File: config.mk
export PLATFORM = sky130hd
export DESIGN_NAME = ecc_word_mem
export DESIGN_NICKNAME = d
export VERILOG_FILES = /design/src/rtl/ecc_mem_pkg.sv /design/src/rtl/ecc_encoder.sv /design/src/rtl/ecc_storage.sv /design/src/rtl/ecc_decoder.sv /design/src/rtl/ecc_word_mem.sv
export SDC_FILE = /design/constraint.sdc
export NUM_CORES = 1
export LEC_CHECK = 0
export CAP_MARGIN = 25
export CORE_MARGIN = 4
export CORE_UTILIZATION = 28
export DETAILED_ROUTE_END_ITERATION = 8
export SLEW_MARGIN = 20
export SYNTH_ARGS = -nofsm -noshare
export SYNTH_HDL_FRONTEND = slang
export SYNTH_HIERARCHICAL = 1
export SYNTH_SLANG_ARGS = --single-unit
File: constraint.sdc
create_clock -name clk -period 10.3 [get_ports clk]
set_clock_uncertainty 0.05 [all_clocks]
set_input_delay 1.545 -clock clk [delete_from_list [all_inputs] [get_ports clk]]
set_output_delay 1.545 -clock clk [all_outputs]
set_load 0.005 [all_outputs]
File: src/rtl/ecc_mem_pkg.sv
package ecc_mem_pkg;

    localparam int DATA_W = 8;
    localparam int HAM_W  = 12;
    localparam int CW_W   = HAM_W + 1;
    localparam int SYN_W  = 4;

    typedef logic [CW_W-1:0]   codeword_t;
    typedef logic [DATA_W-1:0] byte_t;
    typedef logic [SYN_W-1:0]  syndrome_t;

    typedef enum logic [1:0] {
        ST_CLEAN   = 2'd0,
        ST_SINGLE  = 2'd1,
        ST_OVERALL = 2'd2,
        ST_DOUBLE  = 2'd3
    } rd_status_e;

    typedef struct packed {
        byte_t      data;
        rd_status_e status;
    } rd_result_t;

    function automatic logic is_pow2(input int p);
        return (p & (p - 1)) == 0;
    endfunction

    // Place data bits MSB-first into non-power-of-two positions, then fill
    // check bits with even parity and append overall parity in bit 12.
    function automatic codeword_t encode(input byte_t d);
        logic [HAM_W:1] pos;
        int k;
        pos = '0;
        k = DATA_W - 1;
        for (int p = 1; p <= HAM_W; p++) begin
            if (!is_pow2(p)) begin
                pos[p] = d[k];
                k--;
            end
        end
        for (int b = 0; b < SYN_W; b++) begin
            logic acc;
            acc = 1'b0;
            for (int p = 1; p <= HAM_W; p++) begin
                if (((p >> b) & 1) == 1 && p != (1 << b)) acc ^= pos[p];
            end
            pos[1 << b] = acc;
        end
        return {^pos, pos};
    endfunction

    function automatic syndrome_t syndrome(input codeword_t cw);
        syndrome_t s;
        for (int b = 0; b < SYN_W; b++) begin
            logic acc;
            acc = 1'b0;
            for (int p = 1; p <= HAM_W; p++) begin
                if (((p >> b) & 1) == 1) acc ^= cw[p-1];
            end
            s[b] = acc;
        end
        return s;
    endfunction

    function automatic byte_t extract(input codeword_t cw);
        byte_t d;
        int k;
        d = '0;
        k = DATA_W - 1;
        for (int p = 1; p <= HAM_W; p++) begin
            if (!is_pow2(p)) begin
                d[k] = cw[p-1];
                k--;
            end
        end
        return d;
    endfunction

endpackage

File: src/rtl/ecc_encoder.sv
module ecc_encoder
    import ecc_mem_pkg::*;
(
    input  byte_t     data_in,
    output codeword_t cw_out
);
    always_comb cw_out = encode(data_in);
endmodule

File: src/rtl/ecc_storage.sv
module ecc_storage
    import ecc_mem_pkg::*;
#(
    parameter int ADDR_W = 4
) (
    input  logic              clk,
    input  logic              wr_en,
    input  logic              inj_en,
    input  logic [ADDR_W-1:0] addr,
    input  codeword_t         wr_cw,
    input  codeword_t         inj_mask,
    output codeword_t         rd_cw
);
    localparam int DEPTH = 1 << ADDR_W;

    codeword_t mem [DEPTH];

    always_ff @(posedge clk) begin
        if (wr_en) begin
            mem[addr] <= wr_cw;
        end else if (inj_en) begin
            mem[addr] <= mem[addr] ^ inj_mask;
        end
    end

    always_comb rd_cw = mem[addr];
endmodule

File: src/rtl/ecc_decoder.sv
module ecc_decoder
    import ecc_mem_pkg::*;
(
    input  codeword_t  cw_in,
    output rd_result_t result,
    output byte_t      raw_data
);
    localparam int MAX_POS = HAM_W;

    syndrome_t syn;
    logic      odd;
    codeword_t fixed;

    always_comb begin
        syn      = syndrome(cw_in);
        odd      = ^cw_in;
        raw_data = extract(cw_in);
        fixed    = cw_in;
        result.data   = raw_data;
        result.status = ST_CLEAN;
        if (syn == '0) begin
            if (odd) result.status = ST_OVERALL;
        end else if (odd && int'(syn) <= MAX_POS) begin
            fixed[int'(syn) - 1] = ~cw_in[int'(syn) - 1];
            result.data   = extract(fixed);
            result.status = ST_SINGLE;
        end else begin
            result.status = ST_DOUBLE;
        end
    end
endmodule

File: src/rtl/ecc_word_mem.sv
module ecc_word_mem
    import ecc_mem_pkg::*;
#(
    parameter int ADDR_W = 4
) (
    input  logic              clk,
    input  logic              rst,
    input  logic              sel,
    input  logic              wr,
    input  logic [ADDR_W-1:0] addr,
    input  logic [7:0]        wdata,
    input  logic              inj_en,
    input  logic [12:0]       inj_mask,
    output logic [7:0]        rdata,
    output logic              rvalid,
    output logic              sec_err,
    output logic              ded_err
);
    codeword_t  enc_cw;
    codeword_t  stored_cw;
    rd_result_t dec_res;
    byte_t      dec_raw;
    logic       do_write;
    logic       do_read;

    always_comb do_write = sel && wr;
    always_comb do_read  = sel && !wr;

    ecc_encoder u_enc (
        .data_in (wdata),
        .cw_out  (enc_cw)
    );

    ecc_storage #(.ADDR_W(ADDR_W)) u_store (
        .clk      (clk),
        .wr_en    (do_write),
        .inj_en   (inj_en),
        .addr     (addr),
        .wr_cw    (enc_cw),
        .inj_mask (inj_mask),
        .rd_cw    (stored_cw)
    );

    ecc_decoder u_dec (
        .cw_in    (stored_cw),
        .result   (dec_res),
        .raw_data (dec_raw)
    );

    always_ff @(posedge clk) begin
        if (rst) begin
            rdata   <= '0;
            rvalid  <= 1'b0;
            sec_err <= 1'b0;
            ded_err <= 1'b0;
        end else begin
            rvalid <= do_read;
            if (do_read) begin
                rdata   <= dec_res.data;
                sec_err <= (dec_res.status == ST_SINGLE) || (dec_res.status == ST_OVERALL);
                ded_err <= (dec_res.status == ST_DOUBLE);
            end
        end
    end

    assert_flags_exclusive_R5: assert property (@(posedge clk) disable iff (rst)
        !(sec_err && ded_err));

    assert_hold_when_idle_R8: assert property (@(posedge clk) disable iff (rst)
        (!rvalid && !$past(rst)) |-> ($stable(rdata) && $stable(sec_err) && $stable(ded_err)));

    assert_write_read_roundtrip_R2: assert property (@(posedge clk) disable iff (rst)
        (sel && wr) ##1 (sel && !wr && addr == $past(addr)) |=>
        (rvalid && !sec_err && !ded_err && rdata == $past(wdata, 2)));

    assert_uncorrectable_raw_R6: assert property (@(posedge clk) disable iff (rst)
        (dec_res.status == ST_DOUBLE) |-> (dec_res.data == dec_raw));

    assert_at_most_one_fix_R3: assert property (@(posedge clk) disable iff (rst)
        $countones(dec_res.data ^ dec_raw) <= 1);

endmodule

==> metrics, run 1 <==
R2R Path End=rdata[7]; Min-Delay Endpoint=rdata[5]; GP Congestion=0.788; critical path required time=between 10000 and 15000 ps; Hold Fails Final Rpt=0; DRC errors left=0; Routed WL=between 20000 and 25000 um; status=completed; Post-DRT Antenna Nets=0; Post-Syn Area per Cell=around 17 um2; WHS Path Cells=2; Ys Warns=6; CTS Sinks=between 200 and 250; reg2reg start=u_store/mem[10][8]; HPWL Detailed=~15000 um; vias in the first global route=5470; Routed WL per cell=between 20 and 25 um; antenna violations before repair=0; max_slew headroom=36.4%; DR iter-0 viols=512; CTS H-tree depth=1; die area=39100 um2; pin count of the biggest net entering global routing=60; Mapped Nets=616; CTS max path bufs=3; port bufs=40; CP Data Arrival Time=approximately 7000 ps; crit path from=addr[2]; worst slew pin tran=950 ps; Setup TNS=0 ps; RSZ-0062 raised after global routing=no; share of cells above drive strength 1=25.5%; Via Count=5491; final net count=676; # Post-CTS Setup Buffers=0; TritonCTS clock tree=yes; GRT Util Overall=11.6%; Gates resized, CTS repair=0; CTS Buf Count=23; Clock Latency Late Sink=520 ps; Core Area=~36000 um2; hold path startpoint=rdata[5]; Rows=69; Slew Limit Fails=0; Initial Util=28.4%; Die Width=around 200 um; Non-Filler Instances=approximately 1100; cts hold-fix bufs=0; # diodes=0; CP Capture Type=register; Tmin final=6650 ps; Clock Pin Slew Worst Setup and Hold Paths=60 ps; r2r setup slk=5300 ps; P per Cell Area=around 200 nW/um2; Ports=41; worst hold path class=register to register; chip height=198 um; Pleak=0.00382 uW; Post-Syn Area=10100 um2; maximum VDD drop=0.000117 V; first-pass GRT wire length=34700 um; critical path class=primary input to register; Syn-to-layout area delta=17.2%; endpoints failing setup=0; final worst-path cycle share=64.6%; Crit Path Max Fanout=32; vias per cell=between 4 and 5; drt first pass iters=5; dpl cells=1076; f_max=about 150 MHz; worst reg2reg path depth=15; Max Cap Viol=0; Cells after Synth=580; grt ovf=0; CP startpoint kind=primary input; CTS root buffer=clkbuf_16
area by class of cell:
class	instances	area, um2
clock buffer	26	587
clock inverter	15	206
fill	3390	23700
inverter	4	15.0
multi-input combinational	320	3350
sequential	219	6470
tap	461	577
timing repair buffer	72	623
power by group:
group,internal [uW],switching [uW],total [uW]
combinational,222,314,536
clock,534,334,868
sequential,1020,5.98,1030
cells in the final DEF (no fill, tap or decap), types with 3 or more instances in the layout:
master           instances
xnor2_1                 21
a21o_1                  13
nand4bb_1               10
nand2b_1                12
a31oi_1                 10
dfxtp_1                 11
nand3_1                 14
buf_2                    5
a311oi_1                 4
clkinvlp_4               3
o21ai_1                 10
nor3_2                   4
nor3_1                   4
nor2b_1                  3
a22oi_1                  8
clkbuf_1                 3
xnor3_1                  6
clkinv_1                 4
xor2_1                   5
a22oi_2                 18
ha_1                     6
mux2_2                   7
nor2_1                  34
edfxtp_1               208
a31oi_2                  3
inv_1                    4
o21ai_0                  3
buf_4                   29
and2_1                   4
mux4_2                  52
bufinv_16                5
nand2_1                 30
xnor2_2                  3
clkbuf_16               23
clkdlybuf4s50_1         38
flip-flops by register name, summed over array words and instances (netlist names):
name	count
u_store/mem	208
rdata	8
ded_err	1
rvalid	1
sec_err	1
worst max-delay path, cell delays in order:
cell and delay, ps:
buf_4 480, buf_4 560, mux4_2 580, a22oi_2 250
nand2_1 220, xnor2_2 540, xor3_2 460, ha_1 550
xnor2_1 200, xnor3_1 310, o22ai_1 140, a21oi_1 80
o221ai_1 290, o311ai_2 210, o31a_1 310, nand4bb_1 90
o21ai_1 80
stage by stage:
| step | power, uW | area, um2 | util, % | setup slack [ps] | hold WS [ps] |
|---|---|---|---|---|---|
| 2_1_floorplan | 1450 | 10100 | - | 4680 | 408 |
| 3_3_place_gp | 1580 | 11000 | 30.9 | 3200 | 402 |
| 3_5_place_dp | 1580 | 11000 | 31.0 | 3110 | 410 |
| 4_1_cts | 2450 | 11800 | 33.2 | 3620 | 420 |
| 5_1_grt | 2540 | 11800 | 33.2 | 3240 | 439 |
| 6_report | 2430 | 11800 | 33.2 | 3650 | 413 |
worst max-delay path by stage:
stage / endpoint
floorplan: rdata[7]
global placement: rdata[7]
detailed placement: rdata[2]
CTS: rdata[7]
global route: rdata[7]
finish: rdata[7]
metal layers:
layer  vias to the layer above  routed length (um)  GRT usage (%)
met5                         -                   0              0
met4                         0                 476           2.88
met3                        31                1300           2.08
met2                       168               10600           18.1
met1                      2847               10800           17.0
li1                       2445                   -              -
Note: power is estimated with default switching activity, not from simulation.
==> inputs of run 2 (changes only) <==
==> constraint.sdc (replaced) <==
create_clock -name clk -period 6.2 [get_ports clk]
set_clock_uncertainty 0.05 [all_clocks]
set_input_delay 0.93 -clock clk [delete_from_list [all_inputs] [get_ports clk]]
set_output_delay 0.93 -clock clk [all_outputs]
set_load 0.005 [all_outputs]
==> run 2 against run 1 <==
Sequential cell count unchanged. Utilization increased by 0.21 points. Via count increased by 0.36%. Power grew 63%. First-iteration DRC count rose by 11%. Sequential share of layout area down 0.35 points. Global-route usage is 0.55 points higher. Final cell count increased by 0.72%. Die area did not move. Combinational power up 70%.
==> metrics, run 2 (same netlist as run 1, synthesis figures left out) <==
worst hold path class=register to register (unchanged); # Post-CTS Setup Buffers=0 (unchanged); crit path buf inv count=1 (was 2); Max Cap Viol=0 (unchanged); Via Count=5511 (was 5491); P per Cell Area=332 nW/um2 (was 206 nW/um2); Reg power frac=43.2% (was 42.3%); P_int=2860 uW (was 1780 uW); worst slew pin tran=979 ps (was 950 ps); pin count of the biggest net entering global routing=31 (was 60); Clock Pin Slew Worst Setup and Hold Paths=60 ps (about the same); final worst-path cycle share=86.9%; # diodes=0 (unchanged); grt ovf=0 (unchanged); most frequent cells in the layout=edfxtp_1, mux4_2, clkdlybuf4s50_1, buf_4, nor2_1 (was edfxtp_1, mux4_2, clkdlybuf4s50_1); Gates resized, CTS repair=0 (unchanged); chip height=198 um (unchanged); leading cell type in the layout, fill and taps excluded=edfxtp_1 (unchanged); Reg with most FFs=u_store/mem (unchanged); HPWL Detailed=16300 um (was 15100 um); die area=39100 um2 (unchanged); CP peak stage delay=660 ps (was 580 ps); vias in the first global route=5605 (was 5470); max reg flops=208 (unchanged); vias per cell=4.90 (was 4.92); Net Sw Frac=27.8% (was 26.9%); cts hold-fix bufs=0 (unchanged); Largest regs=u_store/mem (208), rdata (8) (unchanged); Syn-to-layout area delta=18.0% (was 17.2%); f_max=186 MHz; status=completed (unchanged); Clock Latency Late Sink=510 ps (was 520 ps); Post-DRT Antenna Nets=0 (unchanged); Clock power frac=33.7% (was 35.7%); Rows=69 (unchanged); port bufs=40 (unchanged); drt first pass iters=7 (was 5); Die Width=198 um (unchanged); endpoints failing setup=0 (unchanged); Gate power share=23.1% (was 22.0%); max_slew headroom=34.5% (was 36.4%); most used cell, CP=xnor2_1 (was buf_4); Switch Pwr=1100 uW (was 654 uW); Ports=41 (unchanged); Initial Util=28.4% (unchanged); Tmin final=5390 ps; antenna violations before repair=0 (unchanged); final net count=684 (was 676); CTS max path bufs=3 (unchanged); CTS Buf Count=23 (unchanged); GP Congestion=0.797 (was 0.788); CTS root buffer=clkbuf_16 (unchanged); Routed WL per cell=21.3 um (was 20.8 um); maximum VDD drop=0.000200 V (was 0.000117 V); Setup TNS=0 ps (unchanged); CP startpoint kind=primary input (unchanged); Slew Limit Fails=0 (unchanged); CP Data Arrival Time=5720 ps (was 6980 ps); crit path max-delay cell type=and2_1 (was mux4_2); CTS Sinks=219 (unchanged); DR iter-0 viols=568 (was 512); CP Capture Type=register (unchanged); Pleak=0.00387 uW (was 0.00382 uW); Hold Fails Final Rpt=0 (unchanged); TritonCTS clock tree=yes (unchanged); DRC errors left=0 (unchanged); Crit Path Max Fanout=14 (was 32); share of cells above drive strength 1=27.4% (was 25.5%); fill count=3415 (was 3390); critical path, cell by cell=clkdlybuf4s50_1 -> and2_1 -> a22oi_2 -> nand2_1 -> xnor2_1 -> xor3_4 -> ha_1 -> xnor2_1 -> xnor3_1 -> o2111a_1 -> o221ai_1 -> o311ai_2 -> mux2_2 -> nand4bb_1 -> o21ai_1 (was buf_4 -> buf_4 -> mux4_2 -> a22oi_2 -> nand2_1 -> xnor2_2 -> xor3_2 -> ha_1 -> xnor2_1 -> xnor3_1 -> o22ai_1 -> a21oi_1 -> o221ai_1 -> o311ai_2 -> o31a_1 -> nand4bb_1 -> o21ai_1); critical path required time=6530 ps (was 10630 ps); first-pass GRT wire length=35800 um (was 34700 um); CTS H-tree depth=1 (unchanged); Routed WL=23900 um (was 23200 um); critical path class=primary input to register (unchanged); Final Power=3950 uW (was 2430 uW); Top delay family on crit path=XOR/XNOR gates (unchanged); Core Area=35600 um2 (unchanged); RSZ-0062 raised after global routing=no (unchanged); GRT Util Overall=12.2% (was 11.6%)
==> run 2: metal layers <==
metal / share of wire [%] / up-vias / global-route usage, %
met1: 45 / 2870 / 17.2
li1: - / 2468 / -
met2: 47 / 148 / 19.8
met5: 0 / - / 0
met4: 1.4 / 0 / 2.30
met3: 6.7 / 25 / 2.52
==> run 2: final timing paths <==
| check | from | to | slack (ps) | depth (start not counted) |
|---|---|---|---|---|
| worst max register to register | u_store/mem[10][2] | rdata[3] | 1550 | 14 |
| worst min register to register | rdata[5] | rdata[5] | 410 | 2 |
| worst max-delay path | addr[0] | rdata[3] | 810 | 15 |
| worst min-delay path | rdata[5] | rdata[5] | 410 | 2 |
==> run 2: power groups by stage <==
stage | registers, uW | logic (uW) | clock network, uW
final | 1710 | 912 | 1330
after global routing | 1710 | 993 | 1440
after CTS | 1710 | 911 | 1370
after detailed placement | 1740 | 906 | 0
after global placement | 1740 | 902 | 0
after floorplan | 1740 | 665 | 0
==> run 2: cell type report <==
cell class / count / area, um2 / share of cell area [%]
clock buffer: 24 / 579 / 4.87
clock inverter: 17 / 159 / 1.34
inverter: 4 / 15.0 / 0.126
multi-input combinational: 320 / 3380 / 28.4
sequential: 219 / 6470 / 54.4
tap: 461 / 577 / 4.85
timing repair buffer: 80 / 722 / 6.07
==> run 2: worst reg2reg max path: cells and delay by family (launching register included) <==
family | cells | cell delay [ps]
muxes | 2 | 780
xor gates and xnor gates | 4 | 1560
adders and majority gates | 1 | 410
and+or+nand+nor | 2 | 300
AOI/OAI and AO/OA | 5 | 1040
DFF | 1 | 380
==> run 2: stage by stage <==
stage / hold slack [ps] / utilization [%] / cells / worst slack [ps] / instance area [um2]
finish: 414 / 33.4 / 1125 / 815 / 11900
floorplan: 408 / - / 580 / 1190 / 10100
detailed placement: 407 / 31.3 / 1084 / 250 / 11100
CTS: 417 / 33.4 / 1125 / 800 / 11900
global route: 442 / 33.4 / 1125 / 629 / 11900
global placement: 403 / 31.2 / 1082 / 298 / 11100
==> inputs of run 3 (changes only) <==
--- a/config.mk
+++ b/config.mk
@@ -5,6 +5,7 @@
 export SDC_FILE = /design/constraint.sdc
 export NUM_CORES = 1
 export LEC_CHECK = 0
+export ABC_AREA = 1
 export CAP_MARGIN = 25
 export CORE_MARGIN = 4
 export CORE_UTILIZATION = 28
==> run 3 against run 2 <==
Area after synthesis grew 8.6%. Sequential power hardly changed. Sequential cell count unchanged. Critical endpoint unchanged. Non-clock buffer count decreased by 20. Via count up 46%. Worst setup slack better by 840 ps. Critical path type unchanged. Maximum frequency is 18% higher.
==> metrics, run 3 <==
# Post-CTS Setup Buffers=0 (unchanged); port bufs=40 (unchanged); CP Capture Type=register (unchanged); Setup TNS=0 ps (unchanged); r2r setup slk=2620 ps (was 1550 ps); CTS max path bufs=3 (unchanged); CP startpoint kind=primary input (unchanged); status=completed (unchanged); chip height=206 um (was 198 um); critical path, cell by cell=clkdlybuf4s50_1 -> inv_1 -> nand2_1 -> inv_1 -> nand2_1 -> nand2_1 -> nor2_1 -> inv_1 -> xnor2_1 -> nand3_1 -> nand3_2 -> nand2_2 -> ha_1 -> inv_1 -> nor3_1 -> nand2_1 -> nand3_4 -> nand3_1 -> nand2_1 -> inv_1 -> inv_1 -> nand3_1 -> nand2_1 -> nor2_1 (was clkdlybuf4s50_1 -> and2_1 -> a22oi_2 -> nand2_1 -> xnor2_1 -> xor3_4 -> ha_1 -> xnor2_1 -> xnor3_1 -> o2111a_1 -> o221ai_1 -> o311ai_2 -> mux2_2 -> nand4bb_1 -> o21ai_1); Post-Syn Area per Cell=8.87 um2 (was 17.4 um2); Slew Limit Fails=0 (unchanged); CP Data Arrival Time=4900 ps (was 5720 ps); P per Cell Area=299 nW/um2 (was 332 nW/um2); Core Area=38600 um2 (was 35600 um2); TritonCTS clock tree=yes (unchanged); final worst-path cycle share=73.4% (was 86.9%); final worst setup slack=1650 ps (was 815 ps); Ports=41 (unchanged); drt first pass iters=5 (was 7); critical path class=primary input to register (unchanged); final core utilization=32.6% (was 33.4%); Syn-to-layout area delta=14.9% (was 18.0%); f_max=220 MHz (was 186 MHz); leading cell type in the layout, fill and taps excluded=nand2_1 (was edfxtp_1); crit path max-delay cell type=clkdlybuf4s50_1 (was and2_1); vias in the first global route=7575 (was 5605); Cells after Synth=1235 (was 580); Rows=72 (was 69); endpoints failing setup=0 (unchanged); cts hold-fix bufs=0 (unchanged); Post-Syn Area=11000 um2 (was 10100 um2); Post-DRT Antenna Nets=0 (unchanged); Ys Warns=6 (unchanged); maximum VDD drop=0.000179 V (was 0.000200 V); CTS H-tree depth=1 (unchanged); share of cells above drive strength 1=8.80% (was 27.4%); Routed WL=27700 um (was 23900 um); grt ovf=0 (unchanged); DRC errors left=0 (unchanged); Reg with most FFs=u_store/mem (unchanged); Via Count=8025 (was 5511); antenna violations before repair=0 (unchanged); Hold Fails Final Rpt=0 (unchanged); Clock Pin Slew Worst Setup and Hold Paths=50 ps (was 60 ps); HPWL Detailed=17600 um (was 16300 um); most frequent cells in the layout=nand2_1, edfxtp_1, inv_1 (was edfxtp_1, mux4_2, clkdlybuf4s50_1, buf_4, nor2_1); final net count=1304 (was 684); CTS root buffer=clkbuf_16 (unchanged); max reg flops=208 (unchanged); Pleak=0.00546 uW (was 0.00387 uW); Crit Path Max Fanout=13 (was 14); DR iter-0 viols=637 (was 568); Clock Latency Late Sink=510 ps (about the same); CTS Sinks=219 (unchanged); Max Cap Viol=0 (unchanged); RSZ-0062 raised after global routing=no (unchanged); Gates resized, CTS repair=0 (unchanged); first-pass GRT wire length=43000 um (was 35800 um); vias per cell=4.45 (was 4.90); Tmin final=4550 ps (was 5390 ps); GP Congestion=0.839 (was 0.797); pin count of the biggest net entering global routing=45 (was 31); Routed WL per cell=15.4 um (was 21.3 um); Die Width=206 um (was 198 um); CTS Buf Count=25 (was 23); Largest regs=u_store/mem (208), rdata (8) (unchanged); Initial Util=28.3% (was 28.4%); Mapped Nets=1271 (was 616); critical path required time=6550 ps (was 6530 ps); # diodes=0 (unchanged); worst slew pin tran=1030 ps (was 979 ps); die area=42300 um2 (was 39100 um2); CP peak stage delay=540 ps (was 660 ps); GRT Util Overall=12.9% (was 12.2%); max_slew headroom=31.0% (was 34.5%); pre-CTS setup slack=1110 ps (was 250 ps); worst hold path class=register to register (unchanged)
run 3: worst paths after layout:
path,depth (start not counted),startpoint,end
worst max register to register,24,u_store/mem[3][2],rdata[3]
worst max-delay path,24,addr[2],rdata[3]
worst min register to register,2,ded_err,ded_err
worst min-delay path,2,ded_err,ded_err
run 3: worst max-delay path: cells and delay by family:
family / cells / cell delay [ps]
XOR/XNOR: 1 / 280
buffers and inverters: 7 / 1310
adder cells (fa/ha/maj): 1 / 410
AND/OR/NAND/NOR: 15 / 1950
run 3: layout make-up:
cell class              count  area, um2
fillers                  3982      26100
flip-flops and latches    219       6470
multi-input cells         876       3840
well taps                 518        648
clock buffers              30        644
repair buffers             60        563
inverters                  86        330
clock inverters            13       90.1
run 3: report_power, final:
| group | total [uW] | switching (uW) | internal (uW) |
|---|---|---|---|
| registers | 1700 | 8.01 | 1690 |
| clock network | 1330 | 549 | 776 |
| logic | 734 | 510 | 225 |
run 3: per-layer routing:
| metal | part of all wire, % | routed length, um | global-route usage [%] | vias to the layer above |
|---|---|---|---|---|
| met5 | 0 | 0 | 0 | - |
| met4 | 1.8 | 510 | 2.80 | 0 |
| met3 | 7.8 | 2170 | 2.90 | 33 |
| met2 | 44 | 12300 | 20.3 | 249 |
| met1 | 46 | 12700 | 18.5 | 3756 |
| li1 | - | - | - | 3987 |
run 3: stage by stage:
stage	cell area [um2]	power, uW	hold slack, ps	instances
after global placement	11800	2450	415	1757
final	12600	3760	435	1802
after floorplan	11000	2270	430	1235
after global routing	12600	3950	457	1802
after detailed placement	11800	2460	428	1758
after CTS	12600	3790	436	1801
